## src/rtl/rnr_pkg.sv

```systemverilog
// Shared frame layout and queue indices for the ring node frame router.
// Assumes a fixed 40-bit frame: tag, 3-bit address, 4-bit command, payload.
package rnr_pkg;
    localparam int ID_W    = 3;
    localparam int CMD_W   = 4;
    localparam int DATA_W  = 32;
    localparam int FRAME_W = 1 + ID_W + CMD_W + DATA_W;
    localparam int NQ      = 3;
    localparam int Q_SYNC  = 0;
    localparam int Q_PASS  = 1;
    localparam int Q_APP   = 2;

    localparam logic [CMD_W-1:0] CMD_TEST = 4'hF;
    localparam logic [ID_W-1:0]  ID_BCAST = 3'd0;

    typedef struct packed {
        logic              tag;
        logic [ID_W-1:0]   id;
        logic [CMD_W-1:0]  cmd;
        logic [DATA_W-1:0] data;
    } frame_t;
endpackage

```

## src/rtl/rnr_fifo.sv

```systemverilog
// Synchronous frame queue with a drop counter.
// A push is refused whenever the queue was full before the edge, even if a
// pop happens in the same cycle. Each refused push bumps a wrapping counter.
module rnr_fifo #(
    parameter int DEPTH = 4,
    parameter int W     = 40,
    parameter int CNT_W = 8
) (
    input  logic             clk,
    input  logic             rst_n,
    input  logic             push_i,
    input  logic [W-1:0]     din_i,
    input  logic             pop_i,
    output logic [W-1:0]     dout_o,
    output logic             empty_o,
    output logic             full_o,
    output logic [CNT_W-1:0] ovf_o
);
    localparam int AW = (DEPTH > 1) ? $clog2(DEPTH) : 1;
    localparam int CW = $clog2(DEPTH + 1);

    logic [W-1:0]  mem [DEPTH];
    logic [AW-1:0] wr_ptr, rd_ptr;
    logic [CW-1:0] cnt;
    logic          accept, take;

    function automatic logic [AW-1:0] nxt(input logic [AW-1:0] p);
        return (p == AW'(DEPTH - 1)) ? '0 : p + 1'b1;
    endfunction

    assign full_o  = (cnt == CW'(DEPTH));
    assign empty_o = (cnt == '0);
    assign accept  = push_i && !full_o;
    assign take    = pop_i && !empty_o;
    assign dout_o  = mem[rd_ptr];

    // Store the accepted frame at the write pointer.
    always_ff @(posedge clk) begin
        if (accept) mem[wr_ptr] <= din_i;
    end

    // Move the pointers and the fill count.
    always_ff @(posedge clk) begin
        if (!rst_n) begin
            wr_ptr <= '0;
            rd_ptr <= '0;
            cnt    <= '0;
        end else begin
            if (accept) wr_ptr <= nxt(wr_ptr);
            if (take)   rd_ptr <= nxt(rd_ptr);
            if (accept && !take)      cnt <= cnt + 1'b1;
            else if (!accept && take) cnt <= cnt - 1'b1;
        end
    end

    // Count refused pushes.
    always_ff @(posedge clk) begin
        if (!rst_n)                ovf_o <= '0;
        else if (push_i && full_o) ovf_o <= ovf_o + 1'b1;
    end

    p_cnt_bound_r11: assert property (@(posedge clk) disable iff (!rst_n)
        cnt <= CW'(DEPTH));
    p_drop_stays_full_r11: assert property (@(posedge clk) disable iff (!rst_n)
        push_i && full_o && !pop_i |=> full_o);
    p_ovf_moves_r11: assert property (@(posedge clk) disable iff (!rst_n)
        push_i && full_o |=> ovf_o != $past(ovf_o));
endmodule

```

## src/rtl/rnr_rx_steer.sv

```systemverilog
// Receive steering: decides delivery and forwarding of each decoded frame and
// keeps the node address taken from the start-up test frame.
// Assumes at most one received frame per cycle; delivery outputs are registered.
module rnr_rx_steer
    import rnr_pkg::*;
(
    input  logic               clk,
    input  logic               rst_n,
    input  logic               rx_valid_i,
    input  logic [FRAME_W-1:0] rx_frame_i,
    output logic               fwd_push_o,
    output logic [FRAME_W-1:0] fwd_frame_o,
    output logic               app_valid_o,
    output logic [FRAME_W-1:0] app_frame_o,
    output logic               sync_valid_o,
    output logic [FRAME_W-1:0] sync_frame_o,
    output logic [ID_W-1:0]    node_id_o
);
    frame_t rx_f;
    logic   is_test, is_sync, hit, fwd;

    // Decode the frame fields and work out where it goes.
    always_comb begin
        rx_f    = frame_t'(rx_frame_i);
        is_test = rx_f.tag && (rx_f.cmd == CMD_TEST);
        is_sync = (rx_f.cmd != '0) && !rx_f.cmd[CMD_W-1];
        hit     = rx_f.tag && !is_test &&
                  ((rx_f.id == node_id_o) || (rx_f.id == ID_BCAST));
        fwd     = !rx_f.tag || is_test || (rx_f.id != node_id_o) ||
                  (rx_f.id == ID_BCAST);
    end

    assign fwd_push_o  = rx_valid_i && fwd;
    assign fwd_frame_o = is_test ? {rx_f.tag, rx_f.id + 3'd1, rx_f.cmd, rx_f.data}
                                 : rx_frame_i;

    // Register deliveries to the application and the sync engine.
    always_ff @(posedge clk) begin
        if (!rst_n) begin
            app_valid_o  <= 1'b0;
            sync_valid_o <= 1'b0;
            app_frame_o  <= '0;
            sync_frame_o <= '0;
        end else begin
            app_valid_o  <= rx_valid_i && hit && !is_sync;
            sync_valid_o <= rx_valid_i && hit && is_sync;
            if (rx_valid_i && hit && !is_sync) app_frame_o  <= rx_frame_i;
            if (rx_valid_i && hit && is_sync)  sync_frame_o <= rx_frame_i;
        end
    end

    // Adopt the address carried by a test frame.
    always_ff @(posedge clk) begin
        if (!rst_n)                    node_id_o <= '0;
        else if (rx_valid_i && is_test) node_id_o <= rx_f.id;
    end
endmodule

```

## src/rtl/rnr_tx_arb.sv

```systemverilog
// Transmit arbiter: loads one frame from the queues into the line register.
// Sync wins; pass-through and application alternate. A presented frame is
// held until the encoder takes it.
module rnr_tx_arb
    import rnr_pkg::*;
(
    input  logic                       clk,
    input  logic                       rst_n,
    input  logic [NQ-1:0]              empty_i,
    input  logic [NQ-1:0][FRAME_W-1:0] head_i,
    input  logic                       line_ready_i,
    output logic [NQ-1:0]              pop_o,
    output logic                       line_valid_o,
    output logic [FRAME_W-1:0]         line_frame_o
);
    logic          load;
    logic          app_turn;
    logic [NQ-1:0] grant;

    // Choose the queue that feeds the line register.
    always_comb begin
        load  = !line_valid_o || line_ready_i;
        grant = '0;
        if (!empty_i[Q_SYNC])                          grant[Q_SYNC] = 1'b1;
        else if (!empty_i[Q_PASS] && !empty_i[Q_APP])  grant[app_turn ? Q_APP : Q_PASS] = 1'b1;
        else if (!empty_i[Q_PASS])                     grant[Q_PASS] = 1'b1;
        else if (!empty_i[Q_APP])                      grant[Q_APP]  = 1'b1;
        pop_o = load ? grant : '0;
    end

    // Update the line register and the round-robin turn.
    always_ff @(posedge clk) begin
        if (!rst_n) begin
            line_valid_o <= 1'b0;
            line_frame_o <= '0;
            app_turn     <= 1'b0;
        end else if (load) begin
            line_valid_o <= |grant;
            for (int q = 0; q < NQ; q++) begin
                if (grant[q]) line_frame_o <= head_i[q];
            end
            if (grant[Q_PASS]) app_turn <= 1'b1;
            if (grant[Q_APP])  app_turn <= 1'b0;
        end
    end

    p_sync_first_r8: assert property (@(posedge clk) disable iff (!rst_n)
        (pop_o[Q_PASS] || pop_o[Q_APP]) |-> empty_i[Q_SYNC]);
    p_alternate_r9: assert property (@(posedge clk) disable iff (!rst_n)
        pop_o[Q_PASS] |=> !(pop_o[Q_PASS] && !empty_i[Q_APP]));
endmodule

```

## src/rtl/ring_frame_router.sv

```systemverilog
// Ring node frame router (slave node). Steers received frames and arbitrates
// three source queues onto the line encoder.
// Assumes decoded frames arrive at most one per cycle and that the encoder
// accepts a presented frame on any cycle with line_ready high.
module ring_frame_router
    import rnr_pkg::*;
#(
    parameter int DEPTH = 4,
    parameter int CNT_W = 8
) (
    input  logic               clk,
    input  logic               rst_n,
    input  logic               rx_valid,
    input  logic [39:0]        rx_frame,
    input  logic               app_tx_valid,
    input  logic [3:0]         app_tx_cmd,
    input  logic [31:0]        app_tx_data,
    input  logic               sync_tx_valid,
    input  logic [3:0]         sync_tx_cmd,
    input  logic [31:0]        sync_tx_data,
    input  logic               line_ready,
    output logic               line_valid,
    output logic [39:0]        line_frame,
    output logic               app_dlv_valid,
    output logic [39:0]        app_dlv_frame,
    output logic               sync_dlv_valid,
    output logic [39:0]        sync_dlv_frame,
    output logic [2:0]         node_id,
    output logic [CNT_W-1:0]   ovf_sync,
    output logic [CNT_W-1:0]   ovf_pass,
    output logic [CNT_W-1:0]   ovf_app
);
    logic                       fwd_push;
    logic [FRAME_W-1:0]         fwd_frame;
    logic [NQ-1:0]              q_push, q_pop, q_empty, q_full;
    logic [NQ-1:0][FRAME_W-1:0] q_din, q_head;
    logic [NQ-1:0][CNT_W-1:0]   q_ovf;

    rnr_rx_steer u_steer (
        .clk          (clk),
        .rst_n        (rst_n),
        .rx_valid_i   (rx_valid),
        .rx_frame_i   (rx_frame),
        .fwd_push_o   (fwd_push),
        .fwd_frame_o  (fwd_frame),
        .app_valid_o  (app_dlv_valid),
        .app_frame_o  (app_dlv_frame),
        .sync_valid_o (sync_dlv_valid),
        .sync_frame_o (sync_dlv_frame),
        .node_id_o    (node_id)
    );

    // Build the queue inputs; local frames carry slave tag and own address.
    always_comb begin
        q_push[Q_SYNC] = sync_tx_valid;
        q_din[Q_SYNC]  = {1'b0, node_id, sync_tx_cmd, sync_tx_data};
        q_push[Q_PASS] = fwd_push;
        q_din[Q_PASS]  = fwd_frame;
        q_push[Q_APP]  = app_tx_valid;
        q_din[Q_APP]   = {1'b0, node_id, app_tx_cmd, app_tx_data};
    end

    for (genvar q = 0; q < NQ; q++) begin : g_queue
        rnr_fifo #(.DEPTH(DEPTH), .W(FRAME_W), .CNT_W(CNT_W)) u_fifo (
            .clk     (clk),
            .rst_n   (rst_n),
            .push_i  (q_push[q]),
            .din_i   (q_din[q]),
            .pop_i   (q_pop[q]),
            .dout_o  (q_head[q]),
            .empty_o (q_empty[q]),
            .full_o  (q_full[q]),
            .ovf_o   (q_ovf[q])
        );
    end

    assign ovf_sync = q_ovf[Q_SYNC];
    assign ovf_pass = q_ovf[Q_PASS];
    assign ovf_app  = q_ovf[Q_APP];

    rnr_tx_arb u_arb (
        .clk          (clk),
        .rst_n        (rst_n),
        .empty_i      (q_empty),
        .head_i       (q_head),
        .line_ready_i (line_ready),
        .pop_o        (q_pop),
        .line_valid_o (line_valid),
        .line_frame_o (line_frame)
    );

    p_hold_r10: assert property (@(posedge clk) disable iff (!rst_n)
        line_valid && !line_ready |=> line_valid && $stable(line_frame));
    p_slave_origin_r6: assert property (@(posedge clk) disable iff (!rst_n)
        rx_valid && !rx_frame[39] |=> !app_dlv_valid && !sync_dlv_valid);
    p_test_id_r7: assert property (@(posedge clk) disable iff (!rst_n)
        rx_valid && rx_frame[39] && rx_frame[35:32] == 4'hF |=> node_id == $past(rx_frame[38:36]));
    p_one_sink_r3: assert property (@(posedge clk) disable iff (!rst_n)
        !(app_dlv_valid && sync_dlv_valid));
    p_full_seen_r11: assert property (@(posedge clk) disable iff (!rst_n)
        $onehot0(q_full & q_empty));
endmodule

```

## config.mk

```make
export PLATFORM = sky130hd
export DESIGN_NAME = ring_frame_router
export DESIGN_NICKNAME = d
export VERILOG_FILES = /design/src/rtl/rnr_pkg.sv /design/src/rtl/rnr_fifo.sv /design/src/rtl/rnr_rx_steer.sv /design/src/rtl/rnr_tx_arb.sv /design/src/rtl/ring_frame_router.sv
export SDC_FILE = /design/constraint.sdc
export NUM_CORES = 1
export LEC_CHECK = 0
export ABC_AREA = 1
export ABC_CLOCK_PERIOD_IN_PS = 4050
export BUFFER_PORTS_ARGS = -buffer_cell sky130_fd_sc_hd__buf_2
export CORE_AREA = 2 2 266 189
export CTS_CLUSTER_SIZE = 24
export DETAILED_ROUTE_END_ITERATION = 12
export DIE_AREA = 0 0 268 191
export PLACE_DENSITY = 0.81
export SLEW_MARGIN = 20
export SYNTH_ARGS = -nofsm -noshare
export SYNTH_HDL_FRONTEND = slang
export SYNTH_SLANG_ARGS = --single-unit
```

## constraint.sdc

```tcl
create_clock -name clk -period 4.05 [get_ports clk]
set_input_delay 0 -clock clk [delete_from_list [all_inputs] [get_ports clk]]
set_output_delay 0 -clock clk [all_outputs]
set_load 0.03 [all_outputs]
```

# After elaboration in Yosys (flattened, before gate mapping)

Memories as Yosys holds them, arrays and structs flattened. A register that Yosys moved wholly into a read port is not among the register bits.
Cells that the tools add are included.
W data, S select, Z words.

Bits in read-only memories: 0
Bits in latches: 0
Memory bits (writable): 472
Output and inout port bits: 150
Register bits: 172
Memories: 3
Logic and storage cells: 155

Memories:

| memory                | depth | width | read ports | clocked after memory_dff | wr ports | RTL line       | RTL |
|---|---|---|---|---|---|---|---|
| g_queue[1].u_fifo.mem | 4     | 40    | 1          | 1                        | 1        | rnr_fifo.sv:22 | `logic [W-1:0] mem [DEPTH];` |
| g_queue[0].u_fifo.mem | 4     | 39    | 1          | 1                        | 1        | rnr_fifo.sv:22 |  |
| g_queue[2].u_fifo.mem | 4     | 39    | 1          | 1                        | 1        | rnr_fifo.sv:22 |  |

$lt $le $gt $ge: 2
Shift-type cells: 0
Eq/ne operators: 12
Multiplexer cells: 41
Reductions and logical operators: 61
Add/sub/neg operators: 16
Multipliers: 0
Div/mod/pow operators: 0
Bitwise logic cells: 0

Operators by type and width:

| cell                  | count |
|---|---|
| $mux W40              | 3 |
| $mux W39              | 1 |
| $ge A32 B1 Y1 const B | 1 |
| $lt A32 B4 Y1 const B | 1 |
| $mux W2               | 15 |
| $logic_and A1 B1 Y1   | 26 |
| $add A8 B1 Y8 const B | 3 |
| $mux W3               | 7 |
| $logic_not A1 Y1      | 17 |
| $mux W1               | 14 |
| $add A2 B1 Y2 const B | 6 |
| $add A3 B1 Y3 const B | 4 |
| $eq A2 B2 Y1 const B  | 6 |
| $logic_not A3 Y1      | 4 |
| $eq A3 B3 Y1 const B  | 3 |
| $sub A3 B1 Y3 const B | 3 |
| $reduce_bool A2 Y1    | 4 |
| $logic_or A1 B1 Y1    | 5 |
| $eq A4 B4 Y1 const B  | 1 |
| $reduce_and A2 Y1     | 2 |
| $reduce_bool A4 Y1    | 1 |
| $eq A3 B3 Y1          | 1 |
| $ne A3 B3 Y1          | 1 |
| $reduce_bool A3 Y1    | 1 |
| other kinds (2)       | 2 |

# Logic depth before layout (Yosys ltp)

Depth in word-level cells: 12
Mapped depth: 17
Depth with buffers taken out: 16

# Hierarchy

Synthesis repeated with hierarchy kept, for this count alone.

Cells, all modules: 2,467
Area total of the unflattened synthesis: 26,904.6 µm²

Modules (own cells, without submodules):

| module                            | sequential area each (µm²) | times used | cells an instance | area an instance (µm²) |
|---|---|---|---|---|
| rnr_fifo at g_queue[0].u_fifo ... | 5,144.9                    | 2          | 505               | 6,779.0 |
| rnr_fifo at g_queue[2].u_fifo     | 5,144.9                    | 1          | 506               | 6,745.2 |
| rnr_rx_steer                      | 1,701.6                    | 1          | 449               | 3,592.2 |
| rnr_tx_arb                        | 840.8                      | 1          | 501               | 3,005.4 |
| ring_frame_router                 | 0.0                        | 1          | 1                 | 3.8 |

# Worst setup path after synthesis

No wires, ideal clock.

Path kind: register -> register
From: register u_steer.node_id_o[1]
To: memory g_queue[1].u_fifo.mem[0][0], enable pin
Data required time: 3,612 ps
Buffers on the path: 0
Period minus slack after synthesis: 3,518 ps
Slack: 532 ps
Stages on the path, launching flop included: 9
Arrival: 3,080 ps
Cell sequence: dfxtp_1 -> inv_1 -> nand2_1 -> nand2_1 -> nand2_1 -> nor2_1 -> nand2_1 -> nand3_1 -> nor2_1

Cells in the longest elaborated chain, start to end: 7

RTL lines:

| what                             | RTL line           | RTL |
|---|---|---|
| from (decl)                      | rnr_rx_steer.sv:17 | `output logic [ID_W-1:0] node_id_o` |
| from (signal assigned)           | rnr_rx_steer.sv:55 | `else if (rx_valid_i && is_test) node_id_o <= rx_f.id;` |
| $ne A3 B3 Y1                     | rnr_rx_steer.sv:29 | `fwd = !rx_f.tag \|\| is_test \|\| (rx_f.id != node_id_o) \|\|` |
| $logic_or A1 B1 Y1 (2 in series) | rnr_rx_steer.sv:29 |  |
| $logic_and A1 B1 Y1              | rnr_rx_steer.sv:33 | `assign fwd_push_o = rx_valid_i && fwd;` |
| $logic_and A1 B1 Y1              | rnr_fifo.sv:33     | `assign accept = push_i && !full_o;` |
| $mux W1                          | rnr_fifo.sv:39     | `if (accept) mem[wr_ptr] <= din_i;` |
| $mux W1 (not written as such)    | rnr_fifo.sv:39     |  |
| to (decl)                        | rnr_fifo.sv:22     |  |

No other way between the ends.

# Final worst setup path

From: register u_steer.node_id_o[2]
To: register g_queue[1].u_fifo.cnt[2]

Cells in the longest elaborated chain, start to end: 8
Elaborated cells on any way between the ends: 10
Classes of those cells: eq/ne (1); mux (1); reduce/logical (8)

RTL lines:

| what                                 | RTL line           | RTL |
|---|---|---|
| $ne A3 B3 Y1 (*)                     | rnr_rx_steer.sv:29 |  |
| $logic_or A1 B1 Y1 (*) (2 in series) | rnr_rx_steer.sv:29 |  |
| $logic_and A1 B1 Y1 (*)              | rnr_rx_steer.sv:33 |  |
| $logic_and A1 B1 Y1 (*)              | rnr_fifo.sv:33     |  |
| named net g_queue[1].u_fifo.accept   | rnr_fifo.sv:25     | `logic accept, take;` |
| $logic_not A1 Y1                     | rnr_fifo.sv:52     | `else if (!accept && take) cnt <= cnt - 1'b1;` |
| $logic_and A1 B1 Y1                  | rnr_fifo.sv:52     |  |
| $reduce_bool A2 Y1 (no source line)  | --                 |  |
| to (signal assigned)                 | rnr_fifo.sv:51     | `if (accept && !take) cnt <= cnt + 1'b1;` |
| to (signal assigned)                 | rnr_fifo.sv:52     |  |
| to (decl)                            | rnr_fifo.sv:24     | `logic [CW-1:0] cnt;` |

The timed path passes the listed nets; every way through them passes the cells marked *.
A chain may end at the register's enable or synchronous reset.

==> results.sh <==
export IMPL_synth_top_area_share_pct=54.4
export IMPL_finalClockSkew_ns=0.0237
export IMPL_syn_cell_area_um2=26100
export IMPL_sw_frac_of_total_pct=36.8
export IMPL_cp_max_fo=11
export IMPL_clock_sinks=650
export IMPL_drtAntennaViolNets=0
export IMPL_dieWidth_um=268
export IMPL_wl_per_cell_um=19.3
export IMPL_cts_root_buf="clkbuf_16"
export IMPL_die_y_um=191
export IMPL_p_comb_share_pct=31.5
export IMPL_finalHoldViolCount=0
export IMPL_relSlewSlack_pct=33.2
export IMPL_ir_drop_uv=412
export IMPL_netSwitchingPower_w=0.00741
export IMPL_area_growth_pct=19.2
export IMPL_period_share_pct=74.0
export IMPL_antenna_found_initial=7
export IMPL_cp_end_kind="flip-flop"
export IMPL_cp_slowest_cell="dfxtp_1"
export IMPL_start_util_pct=53.5
export IMPL_route_vias_total=19900
export IMPL_setup_viol_count_final=0
export IMPL_ioPinCount=268
export IMPL_clock_latency_ns=0.61
export IMPL_drv_slew=0
export IMPL_cts_setup_buffers=0
export IMPL_dp_hpwl_um=42800
export IMPL_path_buf_inv=3
export IMPL_avgViaCountPerCell=5.58
export IMPL_yosysWarnings=0
export IMPL_reg2reg_depth=16
export IMPL_internal_power_w=0.0127
export IMPL_drtIter0Drc=2241
export IMPL_grt_pass1_vias=18900
export IMPL_synth_top_cell_by_area="edfxtp_1"
export IMPL_cts_buffers=59
export IMPL_grt_overflow=0
export IMPL_multi_input_area_um2=7410
export IMPL_holdPathStages=3
export IMPL_synth_cell_types=33
export IMPL_cap_violations=0
export IMPL_h_tree_depth=2
export IMPL_yosys_register_bits=650
export IMPL_cts_tree="done"
export IMPL_clk_pin_slew_ns=0.07
export IMPL_grt_total_usage_pct=26.7
export IMPL_yosysSeqAreaShare_pct=68.0
export IMPL_cts_path_max_buffers=3
export IMPL_tns_ns=0
export IMPL_crit_chain="inv_1 > nand2_1 > nand2_1 > nand2_1 > nor2_1 > nand2_1 > nand3_1 > inv_1 > ha_1 > inv_1 > fa_1 > nor2_1 > nor2_1 > nand2_1 > o21ai_0 > a21oi_1"
export IMPL_syn_inst=2530
export IMPL_worstPathRequired_ns=4.58
export IMPL_power_leakage_nw=12.2
export IMPL_routed_wl_um=69000
export IMPL_synth_fp_nets=2674
export IMPL_min_from="rst_n"
export IMPL_placed_cell_area_um2=28000
export IMPL_hold_path_end="g_queue[2].u_fifo.ovf_o[5]"
export IMPL_avgSynthCellArea_um2=10.3
export IMPL_pwr_share_seq_pct=41.3
export IMPL_core_area_um2=48800
export IMPL_final_cell_mix="659 x nand2_1, 472 x edfxtp_1, 284 x nor2_1"
export IMPL_worstReg2RegEnd="g_queue[1].u_fifo.cnt[2]"
export IMPL_fillers=3527
export IMPL_status="completed"
export IMPL_place_congestion=0.831
export IMPL_slowest_delay_ns=0.56
export IMPL_final_common_cell="nand2_1"
export IMPL_drcViolationCount=0
export IMPL_path_common_cell="nand2_1"
export IMPL_p_per_area_nw_per_um2=647
export IMPL_tightestPinTransition_ns=1.00
export IMPL_hold_ws_ns=0.0801
export IMPL_regToRegStartpoint="u_steer.node_id_o[2]"
export IMPL_postLayoutCellArea_um2=31100
export IMPL_drive_above_1_share_pct=14.5
export IMPL_register_area_um2=17700
export IMPL_hold_class="in2reg"
export IMPL_design_die_area_um2=51200
export IMPL_startpoint_type="flip-flop"
export IMPL_rows=68
export IMPL_crit_type="reg2reg"
export IMPL_synth_area_leaders="edfxtp_1 54%, dfxtp_1 14%, nand2_1 9.5%"
export IMPL_r2r_slack_ns=1.05
export IMPL_clockPowerShare_pct=27.1
export IMPL_place_port_buffers=267
export IMPL_fmax_mhz=334
export IMPL_rsz0062_at_grt="false"
export IMPL_grt_first_pass_wirelength_um=105000
export IMPL_nets=3004
export IMPL_grt_max_degree=81
export IMPL_crit_family="simple AND/OR/NAND/NOR gates"
export IMPL_arrival_ns=3.53
export IMPL_firstDrtPassIters=6
export IMPL_period_minus_slack_ns=3.00
[area by class of cell]
class / instances / area share [%]
Timing Repair Buffer: 422 / 8.99
Sequential cell: 650 / 57.1
Multi-Input combinational cell: 1616 / 23.8
Antenna cell: 2 / 0.0161
Clock inverter: 27 / 0.616
Inverter: 111 / 1.34
Clock buffer: 82 / 5.46
Tap cell: 665 / 2.68
[through the flow]
step | worst slack (ns) | power (W) | util (%) | instances
global route | 0.684 | 0.0211 | 63.8 | 3574
global placement | 1.24 | 0.0143 | 57.5 | 3346
floorplan | 0.532 | 0.0124 | - | 2530
finish | 1.05 | 0.0201 | 63.8 | 3575
CTS | 1.08 | 0.0200 | 63.8 | 3573
detailed placement | 1.11 | 0.0145 | 57.5 | 3346
[synthesized netlist by cell type (all sizes together)]
library cell and instances:
nand2 661, edfxtp 472, nor2 296, nand3 255, dfxtp 178, a21oi 151, clkbuf 113, inv 109
o21ai 108, nand4 85, buf 40, ha 23, nor3 9, xor2 8, fa 3, nand3b 3
a211oi 2, clkinv 2, nor3b 2, o21bai 2, xnor2 2, a31oi 1, nor4 1, o211a 1
o21a 1, o22ai 1, or2 1
[sequential cells by signal, summed over array words and instances, names as in the netlist, named ones only]
register and flops:
u_arb.line_valid_o 1, g_queue.u_fifo.mem 472, u_arb.line_frame_o 40, u_steer.sync_frame_o 40, g_queue.u_fifo.cnt 9, g_queue.u_fifo.ovf_o 24
g_queue.u_fifo.rd_ptr 6, u_steer.node_id_o 3, u_steer.app_valid_o 1, u_arb.app_turn 1, u_steer.app_frame_o 40, u_steer.sync_valid_o 1
g_queue.u_fifo.wr_ptr 6
[how the worst max path moves through the flow]
stage | from | endpoint | slack [ns] | cells past startpoint
after floorplan | u_steer.node_id_o[1] | g_queue[1].u_fifo.mem[0][0] | 0.53 | 8
final | u_steer.node_id_o[2] | g_queue[1].u_fifo.cnt[2] | 1.05 | 16
after detailed placement | u_steer.node_id_o[2] | g_queue[1].u_fifo.cnt[2] | 1.11 | 16
after CTS | u_steer.node_id_o[2] | g_queue[1].u_fifo.cnt[2] | 1.08 | 16
after global routing | u_steer.node_id_o[1] | g_queue[1].u_fifo.cnt[2] | 0.68 | 16
after global placement | u_steer.node_id_o[1] | g_queue[1].u_fifo.cnt[2] | 1.24 | 16
[tightest hold or removal path, delay by kind of cell]
family | cells | cell delay (ns)
simple gates | 1 | 0.21
buf+inv | 2 | 0.41
[kinds of logic (layout without fill, tap and decap cells)]
logic type	count (synthesis)	after routing	share of synthesized area, %
simple gates	1313	1313	21.1
flops	650	650	68.0
compound gates	267	267	5.20
buf+inv	264	642	3.97
fa+ha+maj	26	26	1.33
xor+xnor	10	10	0.336
other cells	0	2	0
[power by group through the flow]
stage / Sequential [W] / Combinational [W] / Clock, W
after floorplan: 0.00870 / 0.00373 / 0
after global placement: 0.00841 / 0.00592 / 0
after detailed placement: 0.00845 / 0.00610 / 0
after CTS: 0.00831 / 0.00625 / 0.00548
after global routing: 0.00839 / 0.00696 / 0.00572
final: 0.00832 / 0.00635 / 0.00546
[timing repair]
action,4_1_cts,5_1_grt
endpoints found under the hold margin,541,0
resized for setup,0,0
hold buffers,118,0
[per-layer routing]
layer / track usage [%] / vias to the layer above / part of all wire [%]
met2: 42.4 / 1027 / 46
met4: 10.3 / 10 / 3.7
met3: 5.19 / 168 / 9.9
li1: - / 9293 / -
met1: 36.7 / 9446 / 40
met5: 0 / - / 0.090
Note: power is estimated with default switching activity, not from simulation.
